===== src/rtl/nfi_pkg.sv =====
package nfi_pkg;
  localparam int BYTE_W   = 8;
  localparam int BASE_W   = 32;
  localparam int BASE_LN  = BASE_W / BYTE_W;

  typedef enum logic [1:0] {RG_NONE, RG_CFG, RG_WIN} region_e;

  // configuration page offsets
  localparam logic [7:0] CF_CMD    = 8'h04;
  localparam logic [7:0] CF_BASE0  = 8'h10;
  localparam int         CF_EN_BIT = 1;

  // window offsets
  localparam logic [7:0] WN_MODE = 8'h04;
  localparam logic [7:0] WN_STAT = 8'h05;
  localparam logic [7:0] WN_ISR  = 8'h06;
  localparam logic [7:0] WN_IMR  = 8'h07;
  localparam logic [7:0] STAT_VAL = 8'h14;

  // mode register bit positions
  localparam int MD_CLE = 0;
  localparam int MD_ALE = 1;
  localparam int MD_CE  = 4;
  localparam int MD_ECC_LO = 5;
  localparam int MD_WP  = 7;
  localparam int IMR_GLOBAL = 7;
endpackage


===== src/rtl/nfi_decode.sv =====
module nfi_decode
  import nfi_pkg::*;
#(
  parameter int AW = 32,
  parameter int CFG_PAGE = 1
) (
  input  logic [AW-1:0]     addr,
  input  logic              win_en,
  input  logic [BASE_W-1:0] base,
  output region_e           region,
  output logic [7:0]        offset
);
  localparam int PW = AW - 8;

  logic [BASE_W-1:0] addr_ext;
  logic [PW-1:0]     page;

  always_comb begin
    addr_ext = BASE_W'(addr);
    addr_ext[7:0] = 8'h00;
    page   = addr[AW-1:8];
    offset = addr[7:0];
    if (page == PW'(0))
      region = RG_NONE;
    else if (page == PW'(CFG_PAGE))
      region = RG_CFG;
    else if (win_en && (addr_ext == base))
      region = RG_WIN;
    else
      region = RG_NONE;
  end
endmodule


===== src/rtl/nfi_cfg.sv =====
module nfi_cfg
  import nfi_pkg::*;
(
  input  logic              clk,
  input  logic              rst_n,
  input  logic              wr_en,
  input  logic [7:0]        offset,
  input  logic [7:0]        wdata,
  output logic              win_en,
  output logic [BASE_W-1:0] base,
  output logic [7:0]        rd_data
);
  logic en_q, en_d;
  logic [7:0] lane_q [BASE_LN];
  logic [7:0] lane_d [BASE_LN];

  always_comb begin
    en_d = en_q;
    if (wr_en && offset == CF_CMD) en_d = wdata[CF_EN_BIT];
  end

  always_ff @(posedge clk or negedge rst_n) begin
    if (!rst_n) en_q <= 1'b0;
    else        en_q <= en_d;
  end

  for (genvar k = 0; k < BASE_LN; k++) begin : g_lane
    always_comb begin
      lane_d[k] = lane_q[k];
      if (wr_en && offset == CF_BASE0 + 8'(k)) lane_d[k] = wdata;
    end
    always_ff @(posedge clk or negedge rst_n) begin
      if (!rst_n) lane_q[k] <= '0;
      else        lane_q[k] <= lane_d[k];
    end
    assign base[k*BYTE_W +: BYTE_W] = lane_q[k];
  end

  assign win_en = en_q;

  always_comb begin
    rd_data = '0;
    if (offset == CF_CMD) rd_data[CF_EN_BIT] = en_q;
    for (int k = 0; k < BASE_LN; k++)
      if (offset == CF_BASE0 + 8'(k)) rd_data = lane_q[k];
  end
endmodule


===== src/rtl/nfi_win.sv =====
module nfi_win
  import nfi_pkg::*;
(
  input  logic       clk,
  input  logic       rst_n,
  input  logic       wr_en,
  input  logic       rd_en,
  input  logic [7:0] offset,
  input  logic [7:0] wdata,
  input  logic [7:0] io_in,
  output logic [7:0] io_out,
  output logic [7:0] mode,
  output logic       we,
  output logic       re,
  output logic       ecc_rst,
  output logic       irq,
  output logic [7:0] rd_data
);
  logic [7:0] mode_q, mode_d, isr_q, isr_d, imr_q, imr_d, io_q, io_d;
  logic we_q, we_d, re_q, re_d, ecc_q, ecc_d;
  logic is_data;

  assign is_data = (offset[7:2] == 6'd0);

  always_comb begin
    mode_d = mode_q;
    isr_d  = isr_q;
    imr_d  = imr_q;
    io_d   = io_q;
    we_d   = 1'b0;
    re_d   = 1'b0;
    ecc_d  = 1'b0;
    if (wr_en) begin
      if (is_data) begin
        io_d     = wdata;
        we_d     = 1'b1;
        isr_d[0] = 1'b1;
      end else begin
        case (offset)
          WN_MODE: begin
            mode_d = wdata;
            ecc_d  = wdata[MD_ECC_LO];  // codes 01 and 11 both reset
          end
          WN_ISR:  isr_d = wdata;
          WN_IMR:  imr_d = wdata;
          default: ;
        endcase
      end
    end
    if (rd_en && is_data) re_d = 1'b1;
  end

  always_ff @(posedge clk or negedge rst_n) begin
    if (!rst_n) begin
      mode_q <= '0; isr_q <= '0; imr_q <= '0; io_q <= '0;
      we_q <= 1'b0; re_q <= 1'b0; ecc_q <= 1'b0;
    end else begin
      mode_q <= mode_d; isr_q <= isr_d; imr_q <= imr_d; io_q <= io_d;
      we_q <= we_d; re_q <= re_d; ecc_q <= ecc_d;
    end
  end

  assign io_out  = io_q;
  assign mode    = mode_q;
  assign we      = we_q;
  assign re      = re_q;
  assign ecc_rst = ecc_q;
  assign irq     = imr_q[IMR_GLOBAL] & (|(imr_q & isr_q));

  always_comb begin
    rd_data = '0;
    if (is_data) rd_data = io_in;
    else begin
      case (offset)
        WN_MODE: rd_data = mode_q;
        WN_STAT: rd_data = STAT_VAL;
        WN_ISR:  rd_data = isr_q;
        WN_IMR:  rd_data = imr_q;
        default: rd_data = '0;
      endcase
    end
  end


  irq_gate_chk: assert property (@(posedge clk) disable iff (!rst_n)
    irq |-> imr_q[IMR_GLOBAL]);

  we_source_chk: assert property (@(posedge clk) disable iff (!rst_n)
    we |-> $past(wr_en && is_data));

  ecc_source_chk: assert property (@(posedge clk) disable iff (!rst_n)
    ecc_rst |-> $past(wr_en && offset == WN_MODE));

  isr_set_chk: assert property (@(posedge clk) disable iff (!rst_n)
    (wr_en && is_data) |=> isr_q[0]);
endmodule


===== src/rtl/nfi_host_regs.sv =====
module nfi_host_regs
  import nfi_pkg::*;
#(
  parameter int AW = 32,
  parameter int CFG_PAGE = 1
) (
  input  logic          clk,
  input  logic          rst_n,
  input  logic          acc_valid,
  input  logic          acc_write,
  input  logic [AW-1:0] acc_addr,
  input  logic [7:0]    acc_wdata,
  output logic          rd_valid,
  output logic [7:0]    rd_data,
  output logic [7:0]    nf_io_out,
  input  logic [7:0]    nf_io_in,
  output logic          nf_cle,
  output logic          nf_ale,
  output logic          nf_ce_n,
  output logic          nf_wp,
  output logic          nf_we,
  output logic          nf_re,
  output logic [1:0]    ecc_sel,
  output logic          ecc_rst,
  output logic          irq
);
  region_e           region;
  logic [7:0]        offset, cfg_rd, win_rd, mode;
  logic              win_en;
  logic [BASE_W-1:0] base;
  logic              cfg_wr, win_wr, win_rdreq, any_rd;
  logic [7:0]        rdat_d, rdat_q;
  logic              rval_q;

  nfi_decode #(.AW(AW), .CFG_PAGE(CFG_PAGE)) u_dec (
    .addr(acc_addr), .win_en(win_en), .base(base),
    .region(region), .offset(offset));

  assign cfg_wr    = acc_valid &  acc_write & (region == RG_CFG);
  assign win_wr    = acc_valid &  acc_write & (region == RG_WIN);
  assign win_rdreq = acc_valid & ~acc_write & (region == RG_WIN);
  assign any_rd    = acc_valid & ~acc_write;

  nfi_cfg u_cfg (
    .clk(clk), .rst_n(rst_n), .wr_en(cfg_wr), .offset(offset),
    .wdata(acc_wdata), .win_en(win_en), .base(base), .rd_data(cfg_rd));

  nfi_win u_win (
    .clk(clk), .rst_n(rst_n), .wr_en(win_wr), .rd_en(win_rdreq),
    .offset(offset), .wdata(acc_wdata), .io_in(nf_io_in),
    .io_out(nf_io_out), .mode(mode), .we(nf_we), .re(nf_re),
    .ecc_rst(ecc_rst), .irq(irq), .rd_data(win_rd));

  always_comb begin
    rdat_d = '0;
    if (any_rd) begin
      case (region)
        RG_CFG:  rdat_d = cfg_rd;
        RG_WIN:  rdat_d = win_rd;
        default: rdat_d = '0;
      endcase
    end
  end

  always_ff @(posedge clk or negedge rst_n) begin
    if (!rst_n) begin
      rdat_q <= '0;
      rval_q <= 1'b0;
    end else begin
      rdat_q <= rdat_d;
      rval_q <= any_rd;
    end
  end

  assign rd_valid = rval_q;
  assign rd_data  = rdat_q;
  assign nf_cle   = mode[MD_CLE];
  assign nf_ale   = mode[MD_ALE];
  assign nf_ce_n  = ~mode[MD_CE];
  assign nf_wp    = mode[MD_WP];
  assign ecc_sel  = mode[MD_ECC_LO+1:MD_ECC_LO];


  status_const_chk: assert property (@(posedge clk) disable iff (!rst_n)
    (win_rdreq && offset == WN_STAT) |=> (rd_valid && rd_data == STAT_VAL));

  rdata_idle_chk: assert property (@(posedge clk) disable iff (!rst_n)
    !rd_valid |-> rd_data == 8'h00);

  rvalid_latency_chk: assert property (@(posedge clk) disable iff (!rst_n)
    any_rd |=> rd_valid);

  window_gate_chk: assert property (@(posedge clk) disable iff (!rst_n)
    (acc_valid && acc_write && !win_en && acc_addr[AW-1:8] != (AW-8)'(CFG_PAGE))
      |=> $stable(nf_io_out) && !nf_we);
endmodule


===== config.mk =====
export PLATFORM = sky130hd
export DESIGN_NAME = nfi_host_regs
export DESIGN_NICKNAME = d
export VERILOG_FILES = /design/src/rtl/nfi_pkg.sv /design/src/rtl/nfi_decode.sv /design/src/rtl/nfi_cfg.sv /design/src/rtl/nfi_win.sv /design/src/rtl/nfi_host_regs.sv
export SDC_FILE = /design/constraint.sdc
export NUM_CORES = 1
export LEC_CHECK = 0
export CORE_MARGIN = 10
export CORE_UTILIZATION = 63
export CTS_CLUSTER_DIAMETER = 50
export DETAILED_ROUTE_END_ITERATION = 8
export DONT_BUFFER_PORTS = 1
export PLACE_DENSITY = 0.82
export SYNTH_ARGS = -nofsm -noshare
export SYNTH_HDL_FRONTEND = slang
export SYNTH_SLANG_ARGS = --single-unit

===== constraint.sdc =====
create_clock -name clk -period 3.39 [get_ports clk]
set_input_delay 0.339 -clock clk [delete_from_list [all_inputs] [get_ports clk]]
set_output_delay 0.339 -clock clk [all_outputs]
set_load 0.02 [all_outputs]

======== Word level (Yosys, flattened, before mapping) ========
Index checks and enable logic that the tools add are counted.
Widths: inputs -> output; s select.
word-level totals
  register bits ........................... 77
  input bits .............................. 52
  output and inout port bits .............. 27
  word-level logic and storage cells ...... 73
operators by class
  equality and inequality tests ........... 12
  mux-type cells .......................... 20
  bitwise gates (word level) .............. 10
  reduce and logical (&&, ||, !) cells .... 16
operators by type and width
  cell                 number
  $mux 8               6
  $eq 32x32->1         1
  $eq 8x3->1 const B   4
  $eq 8x5->1 const B   4
  $pmux 8 s4           1
  $eq 24x1->1 const B  1
  $logic_not 24->1     1
  $pmux 8 s2           1
  $mux 1               9
  $reduce_and 3->1     3
  $and 8x8->8          1
  $reduce_or 8->1      1
  $logic_and 1x1->1    7
  $and 1x1->1          6
  $logic_not 6->1      1
  $mux 2               3
  $reduce_and 2->1     2
  $not 1->1            3
  $eq 2x1->1 const B   1
  $eq 2x2->1 const B   1
  $reduce_bool 2->1    1

======== Depth between registers and ports, before layout ========
Gate-level depths: netlist of the first run.
  depth after elaboration ................. 9
  gate-level depth with buffers ........... 8

======== Modules after synthesis ========
Synthesis of the first run repeated with hierarchy kept, for this count alone.
unflattened totals
  cells, all modules ...................... 334
  area total of the unflattened synthesis .. 4145.2 um^2
by module, submodules not included
  module         times used  cells each  area each (um^2)  sequential area each (um^2)
  nfi_win        1           137         1706.6            875.8
  nfi_cfg        1           104         1591.5            825.8
  nfi_decode     1           54          425.4             0.0
  nfi_host_regs  1           39          421.7             225.2

======== Worst setup path before layout of the first run ========
No wires, ideal clock.
  kind .................................... register to register
  start point ............................. register u_cfg.lane_q, in the netlist u_cfg.base[0]
  end point ............................... register u_win.imr_q[0]
  library setup time ...................... 0.125 ns
  data arrival time ....................... 2.548 ns
  required time ........................... 3.265 ns
  setup slack ............................. 0.717 ns
  cell stages (with the launch flop) ...... 9
  path buffers ............................ 2
  cell sequence ........................... dfrtp_1 nor4_1 nand3b_1 or4_1 or2_0 buf_6 or4_4 buf_6 mux2_4
between the ends
  cells in the longest elaborated chain, start to end .. 8
RTL lines
  item                               RTL line             RTL
  start, declared                    nfi_cfg.sv:14        logic [7:0] lane_q [BASE_LN];
  start signal, assigned by index    nfi_cfg.sv:34        else lane_q[k] <= lane_d[k];
  $eq 32x32->1                       nfi_decode.sv:27     else if (win_en && (addr_ext == base))
  $logic_and 1x1->1                  nfi_decode.sv:27
  $mux 2                             nfi_decode.sv:27
  $mux 2                             nfi_decode.sv:25     else if (page == PW'(CFG_PAGE))
  $mux 2                             nfi_decode.sv:23     if (page == PW'(0))
  $eq 2x2->1                         nfi_host_regs.sv:40  assign win_wr = acc_valid & acc_write & (region == RG_WIN);
  $and 1x1->1                        nfi_host_regs.sv:40
  $reduce_and 3->1 (no source line)  n/a
  end signal, assigned               nfi_win.sv:58        mode_q <= mode_d; isr_q <= isr_d; imr_q <= imr_d; io_q <= io_d;
  end, declared                      nfi_win.sv:19        logic [7:0] mode_q, mode_d, isr_q, isr_d, imr_q, imr_d, io_q, io_d;
Every way passes these cells.
A chain may end at the register's enable or synchronous reset.

======== Worst setup path in the final report of the first run ========
  start point ............................. register u_cfg.lane_q, in the netlist u_cfg.base[0]
  end point ............................... register u_win.imr_q[1]
Same word-level chain as after synthesis.

==> results of run 1 <==
==> kinds of logic after synthesis <==
group | synth area share, %
AND/OR/NAND/NOR | 14.4
flip-flops | 47.0
buffers and inverters | 2.84
XOR/XNOR | 5.12
multiplexers | 22.7
AO/OA/AOI/OAI | 7.96
==> final timing paths <==
check | startpoint | endpoint | slack [ns] | cells past startpoint
max | u_cfg.base[0] | u_win.imr_q[1] | 0.34 | 6
min | acc_wdata[0] | u_cfg.base[16] | 0.11 | 1
max reg2reg | u_cfg.base[0] | u_win.imr_q[1] | 0.34 | 6
min reg2reg | u_cfg.base[7] | u_cfg.base[7] | 0.51 | 1
max in group asynchronous | rst_n | u_cfg.base[2] | 2.57 | 2
min in group asynchronous | rst_n | u_win.mode[0] | 0.53 | 2
==> critical path: cells and delay by family (launching register included) <==
| kind | cells | cell delay (ns) |
|---|---|---|
| and+or+nand+nor | 5 | 2.21 |
| DFF | 1 | 0.40 |
| muxes | 1 | 0.33 |
==> layer usage <==
layer | vias up | part of all wire, % | GRT usage, %
met5 | - | 0 | 0
met4 | 0 | 3.0 | 8.91
met3 | 30 | 11 | 7.20
met2 | 188 | 45 | 32.3
met1 | 1490 | 40 | 28.0
li1 | 1300 | - | -
==> synthesized netlist by cell type, types with 2 or more instances <==
cell type | count | share of area, %
o21ai_1 | 2 | 0.24
dfrtp_1 | 77 | 47
a22o_1 | 3 | 0.64
mux2_4 | 24 | 8.8
inv_2 | 2 | 0.18
a31oi_1 | 2 | 0.30
nor2_1 | 12 | 1.1
nand3b_1 | 2 | 0.37
clkbuf_1 | 13 | 1.2
buf_6 | 2 | 0.55
nor2b_1 | 2 | 0.30
o22ai_1 | 8 | 1.2
nand4_1 | 5 | 0.76
o21ai_0 | 10 | 1.2
nor3_1 | 12 | 1.5
a221o_1 | 6 | 1.5
xor2_1 | 9 | 1.9
and2_1 | 2 | 0.30
or4_1 | 4 | 0.73
nor4_1 | 18 | 2.7
a22oi_1 | 3 | 0.55
nor4_4 | 4 | 2.1
nand3_1 | 11 | 1.3
buf_4 | 2 | 0.37
or3_1 | 4 | 0.61
inv_1 | 5 | 0.46
mux2_1 | 40 | 11
xnor2_1 | 15 | 3.2
a21oi_1 | 4 | 0.49
nand2_1 | 17 | 1.6
mux2i_1 | 12 | 2.9
==> stage by stage <==
step	util [%]	setup slack (ns)	hold slack, ns
3_3_place_gp	65.5	0.559	0.0465
6_report	69.7	0.335	0.107
5_1_grt	69.7	0.230	0.106
4_1_cts	69.7	0.386	0.107
3_5_place_dp	65.5	0.412	0.0467
2_1_floorplan	-	0.717	0.0434
==> power by group through the flow <==
stage	Combinational (mW)	Clock (mW)	Sequential (mW)
floorplan	0.0471	0	0.938
global placement	0.0461	0	0.938
detailed placement	0.0469	0	0.938
CTS	0.0703	0.791	0.919
global route	0.0767	0.825	0.919
finish	0.0697	0.789	0.919
==> state kept, by name, indices dropped and copies added, names as in the netlist <==
register and count:
u_cfg.base 32, rd_valid 1, u_win.isr_q 8, u_win.io_out 8, u_win.re 1, u_cfg.win_en 1, u_win.we 1, rd_data 8
u_win.imr_q 8, u_win.ecc_rst 1, u_win.mode 8
==> cell type report <==
type	instances	area [sq um]	area share, %
Clock inverter	4	70.1	1.58
Sequential cell	77	1930	43.6
Multi-Input combinational cell	245	2060	46.5
Inverter	7	26.3	0.594
Timing Repair Buffer	9	90.1	2.04
Clock buffer	12	155	3.51
Tap cell	77	96.3	2.18
==> results.ini, run 1 <==
[detailed_routing]
vias_per_cell=6.98
drc_errors=0
drtIter0Drc=226
postRouteAntennaNets=0
wl_per_cell_um=25.1
routed_wl_um=10800
dr.pass1.iters=5
vias=3008

[power]
switching_share_pct=21.4
power_mw=1.78
irDropWorstVdd_mv=0.288
cellPowerDensity_nw_per_um2=402
p_clk_share_pct=44.4
seqPwrFrac_pct=51.7
p_int_mw=1.40
comb_power_share_pct=3.9
p_leak_nw=2.04
p_switching_mw=0.380

[layout]
drive_gt1_share_pct=15.8
finalInstanceArea_sq_um=4420
syn_to_final_growth_pct=7.84
layout_commonest_cell=dfrtp_1
n_fill_cell=415
nNetsFinal=401
layout_common_cells=dfrtp_1, mux2_1, mux2_4, nor4_1, nand2_1
finalNonFillerCells=431
diodes=0

[setup_path]
worstPathMaxFanout=8
cp_slowest_cell=or4_4
cp_slowest_stage_delay_ns=0.72
path_class=register to register
setup.worst_path.end_class=register
crit_chain=nor4_1, nand3b_1, or4_1, or2_0, or4_4, mux2_4
crit_arrival_ns=3.30
cp_data_required_time_ns=3.64
start_kind=register

[sta]
slew_viol_final=0
fin_crit_ns=3.05
hold_viol=0
finalSetupViolCount=0
grt_setup_unrepaired=no
finClkSkew_ns=0.00844
finalCritPeriodShare_pct=90.1
worstMarginPinSlew_ns=0.890
setup_tns_ns=0
fmaxAchievable_mhz=327
relSlewSlack_pct=40.1

[place]
dp.cells=413
post_dp_cell_area_sq_um=4160
routabilityCongestion=0.942
place.detailed.hpwl_um=7800
port_buffers=0

[clock_tree]
clk_pin_slew_ns=0.08
numCtsBuffers=9
cts_tree=built
cts.sink_count=77
clock_latency_ns=0.36
cts.root.buffer_cell=clkbuf_8
cts_hold_buffers=2
cts_max_level=3
clockBufferDepth=2
postCtsSetupBuffers=0
cts_resized=0

[synth]
ys_types=46
synth_seq_cells=77
synth_area_sq_um=4100
synthArstFlopShare_pct=100
synthFlopType=dfrtp_1
ys_warn_count=0
synth-edff-count=0
syn_inst=347
yosysSeqAreaShare_pct=47.0
synth_nets=399
postSynthAreaPerCell_sq_um=11.8

[global_routing]
gr-total-overflow=0
grt_pass1_vias=3018
grt_pass1_wl_um=16900
antenna_found_initial=0
track_usage_pct=21.6
grt_max_degree=78

[run]
cap_viol_max_count=0

[floorplan]
die_w_um=101
row_count=29
die-area_sq_um=10100
start_util_pct=64.6
core_area_sq_um=6350
num_io_pins=79
dieHeight_um=101

[status]
status=finished clean

[hold_path]
worstHoldPathType=input port to register

No activity file was read; power rests on OpenSTA's default activity.
==> run 2: changes to the inputs <==
--- a/config.mk
+++ b/config.mk
@@ -5,12 +5,12 @@
 export SDC_FILE = /design/constraint.sdc
 export NUM_CORES = 1
 export LEC_CHECK = 0
+export BUFFER_PORTS_ARGS = -buffer_cell sky130_fd_sc_hd__buf_4
 export CORE_MARGIN = 10
-export CORE_UTILIZATION = 63
+export CORE_UTILIZATION = 56
 export CTS_CLUSTER_DIAMETER = 50
 export DETAILED_ROUTE_END_ITERATION = 8
-export DONT_BUFFER_PORTS = 1
-export PLACE_DENSITY = 0.82
+export PLACE_DENSITY = 0.84
 export SYNTH_ARGS = -nofsm -noshare
 export SYNTH_HDL_FRONTEND = slang
 export SYNTH_SLANG_ARGS = --single-unit
==> run 2 against run 1 <==
Against the previous run: sequential cell count unchanged; maximum frequency increased by 1.4%; design area increased by 13%; wire length increased by 6.6%; critical path type unchanged; critical endpoint is now u_win.imr_q[3].
==> results.ini, run 2 (same netlist as run 1, synthesis figures left out) <==
[clock_tree]
cts.sink_count=77  ; unchanged
cts.root.buffer_cell=clkbuf_8
clock_latency_ns=0.35  ; about the same
cts_resized=0  ; unchanged
clockBufferDepth=2  ; unchanged
cts_tree=built
postCtsSetupBuffers=0  ; unchanged
cts_hold_buffers=0  ; -2
numCtsBuffers=9  ; unchanged
cts_max_level=3  ; unchanged
clk_pin_slew_ns=0.08  ; about the same

[layout]
seq_area_sq_um=1930  ; unchanged
layout_commonest_cell=buf_4
syn_to_final_growth_pct=22.0
layout_common_cells=buf_4, dfrtp_1, mux2_1, mux2_4, nor4_1
drive_gt1_share_pct=31.1  ; +15 points
finalNonFillerCells=530  ; +23%
n_fill_cell=505  ; +22%
largest_reg_flops=32  ; unchanged
multi_input_area_sq_um=2060  ; unchanged
nNetsFinal=478  ; +19%
diodes=0  ; unchanged

[place]
dp_slack_ns=0.423  ; +0.0106 ns
routabilityCongestion=0.976  ; +3.6%
dp.cells=514  ; +24%
place.detailed.hpwl_um=8370  ; +7.3%
port_buffers=78  ; +78

[detailed_routing]
dr.pass1.iters=5  ; unchanged
vias_per_cell=6.20  ; -11%
vias=3284  ; +9.2%
routed_wl_um=11500  ; +6.6%
postRouteAntennaNets=0  ; unchanged
drc_errors=0  ; unchanged
wl_per_cell_um=21.7  ; -13%
drtIter0Drc=268  ; +19%

[setup_path]
path_buf_inv=0  ; unchanged
cp_data_required_time_ns=3.62  ; -0.02 ns
path_class=register to register
crit_arrival_ns=3.25  ; -0.05 ns
crit_chain=nor4_1, nand3b_1, or4_1, or2_0, or4_4, mux2_4
setup.worst_path.end_class=register
critPathTopFamily=simple AND/OR/NAND/NOR gates
start_kind=register
cp_slowest_cell=or4_4
cp_slowest_stage_delay_ns=0.71  ; about the same
worstPathMaxFanout=8  ; unchanged

[sta]
finClkSkew_ns=0.00878  ; +0.000345 ns
hold_viol=0  ; unchanged
finalCritPeriodShare_pct=88.9  ; -1.2 points
fmaxAchievable_mhz=332  ; +1.4%
finalSetupViolCount=0  ; unchanged
slew_viol_final=0  ; unchanged
layout_setup_ws_ns=0.376  ; +0.0407 ns
relSlewSlack_pct=37.2  ; -3.0 points
fin_crit_ns=3.01  ; -0.0407 ns
setup_tns_ns=0  ; unchanged
worstMarginPinSlew_ns=0.934  ; +0.0442 ns
grt_setup_unrepaired=no

[global_routing]
grt_pass1_vias=3407  ; +13%
gr-total-overflow=0  ; unchanged
track_usage_pct=21.0  ; -0.60 points
grt_max_degree=78  ; unchanged
antenna_found_initial=0  ; unchanged
grt_pass1_wl_um=18700  ; +11%

[floorplan]
start_util_pct=57.2  ; -7.4 points
row_count=31  ; +6.9%
die_w_um=106  ; +4.9%
num_io_pins=79  ; unchanged
dieHeight_um=106  ; +4.9%
core_area_sq_um=7180  ; +13%
die-area_sq_um=11200  ; +10%

[status]
status=finished clean

[power]
p_leak_nw=2.42  ; +19%
irDropWorstVdd_mv=0.242  ; -16%
cellPowerDensity_nw_per_um2=369  ; -8.1%
power_mw=1.85  ; +4.1%

[hold_path]
worstHoldPathType=input port to async pin

[run]
cap_viol_max_count=0  ; unchanged

## run 2: worst paths after layout
kind                          startpoint         endpoint  slack (ns)  cells past startpoint
setup reg to reg           u_cfg.base[0]   u_win.imr_q[3]        0.38                      6
hold reg to reg            u_cfg.base[5]    u_cfg.base[5]        0.52                      1
setup / recovery           u_cfg.base[0]   u_win.imr_q[3]        0.38                      6
max in group asynchronous          rst_n   u_cfg.base[18]        2.66                      1
hold / removal                     rst_n  u_win.io_out[5]        0.13                      1
min in group clk             nf_io_in[6]       rd_data[6]        0.24                      2
## run 2: area by class of cell
class,instances,share of cell area [%]
multi-input combinational,245,41.1
clock buffer,12,3.10
clock inverter,4,1.40
timing repair buffer,86,12.9
tap,99,2.47
sequential,77,38.5
inverter,7,0.525
## run 2: per-stage QoR
step	area (sq um)	hold slack, ns	utilization (%)
finish	5010	0.131	69.8
global route	5010	0.196	69.8
CTS	5010	0.169	69.8
detailed placement	4780	0.494	66.6
global placement	4780	0.486	66.6
floorplan	4100	0.0434	-
## run 2: worst register-to-register path: cells and delay by family, from the launching register on
kind,cells,cell delay (ns)
DFF,1,0.40
muxes,1,0.33
and+or+nand+nor,5,2.17
## run 2: power breakdown
part / total (mW) / leakage [nW] / internal [mW] / switching, mW
clock network: 0.782 / 0.116 / 0.453 / 0.329
logic: 0.149 / 1.23 / 0.0609 / 0.0885
registers: 0.918 / 1.08 / 0.918 / 0.000172
## run 2: per-layer routing
layer / vias up / track usage, % / share of wire, %
li1: 1461 / - / -
met1: 1597 / 27.5 / 42
met2: 189 / 32.3 / 46
met3: 37 / 4.75 / 8.7
met4: 0 / 10.2 / 3.7
met5: - / 0 / 0
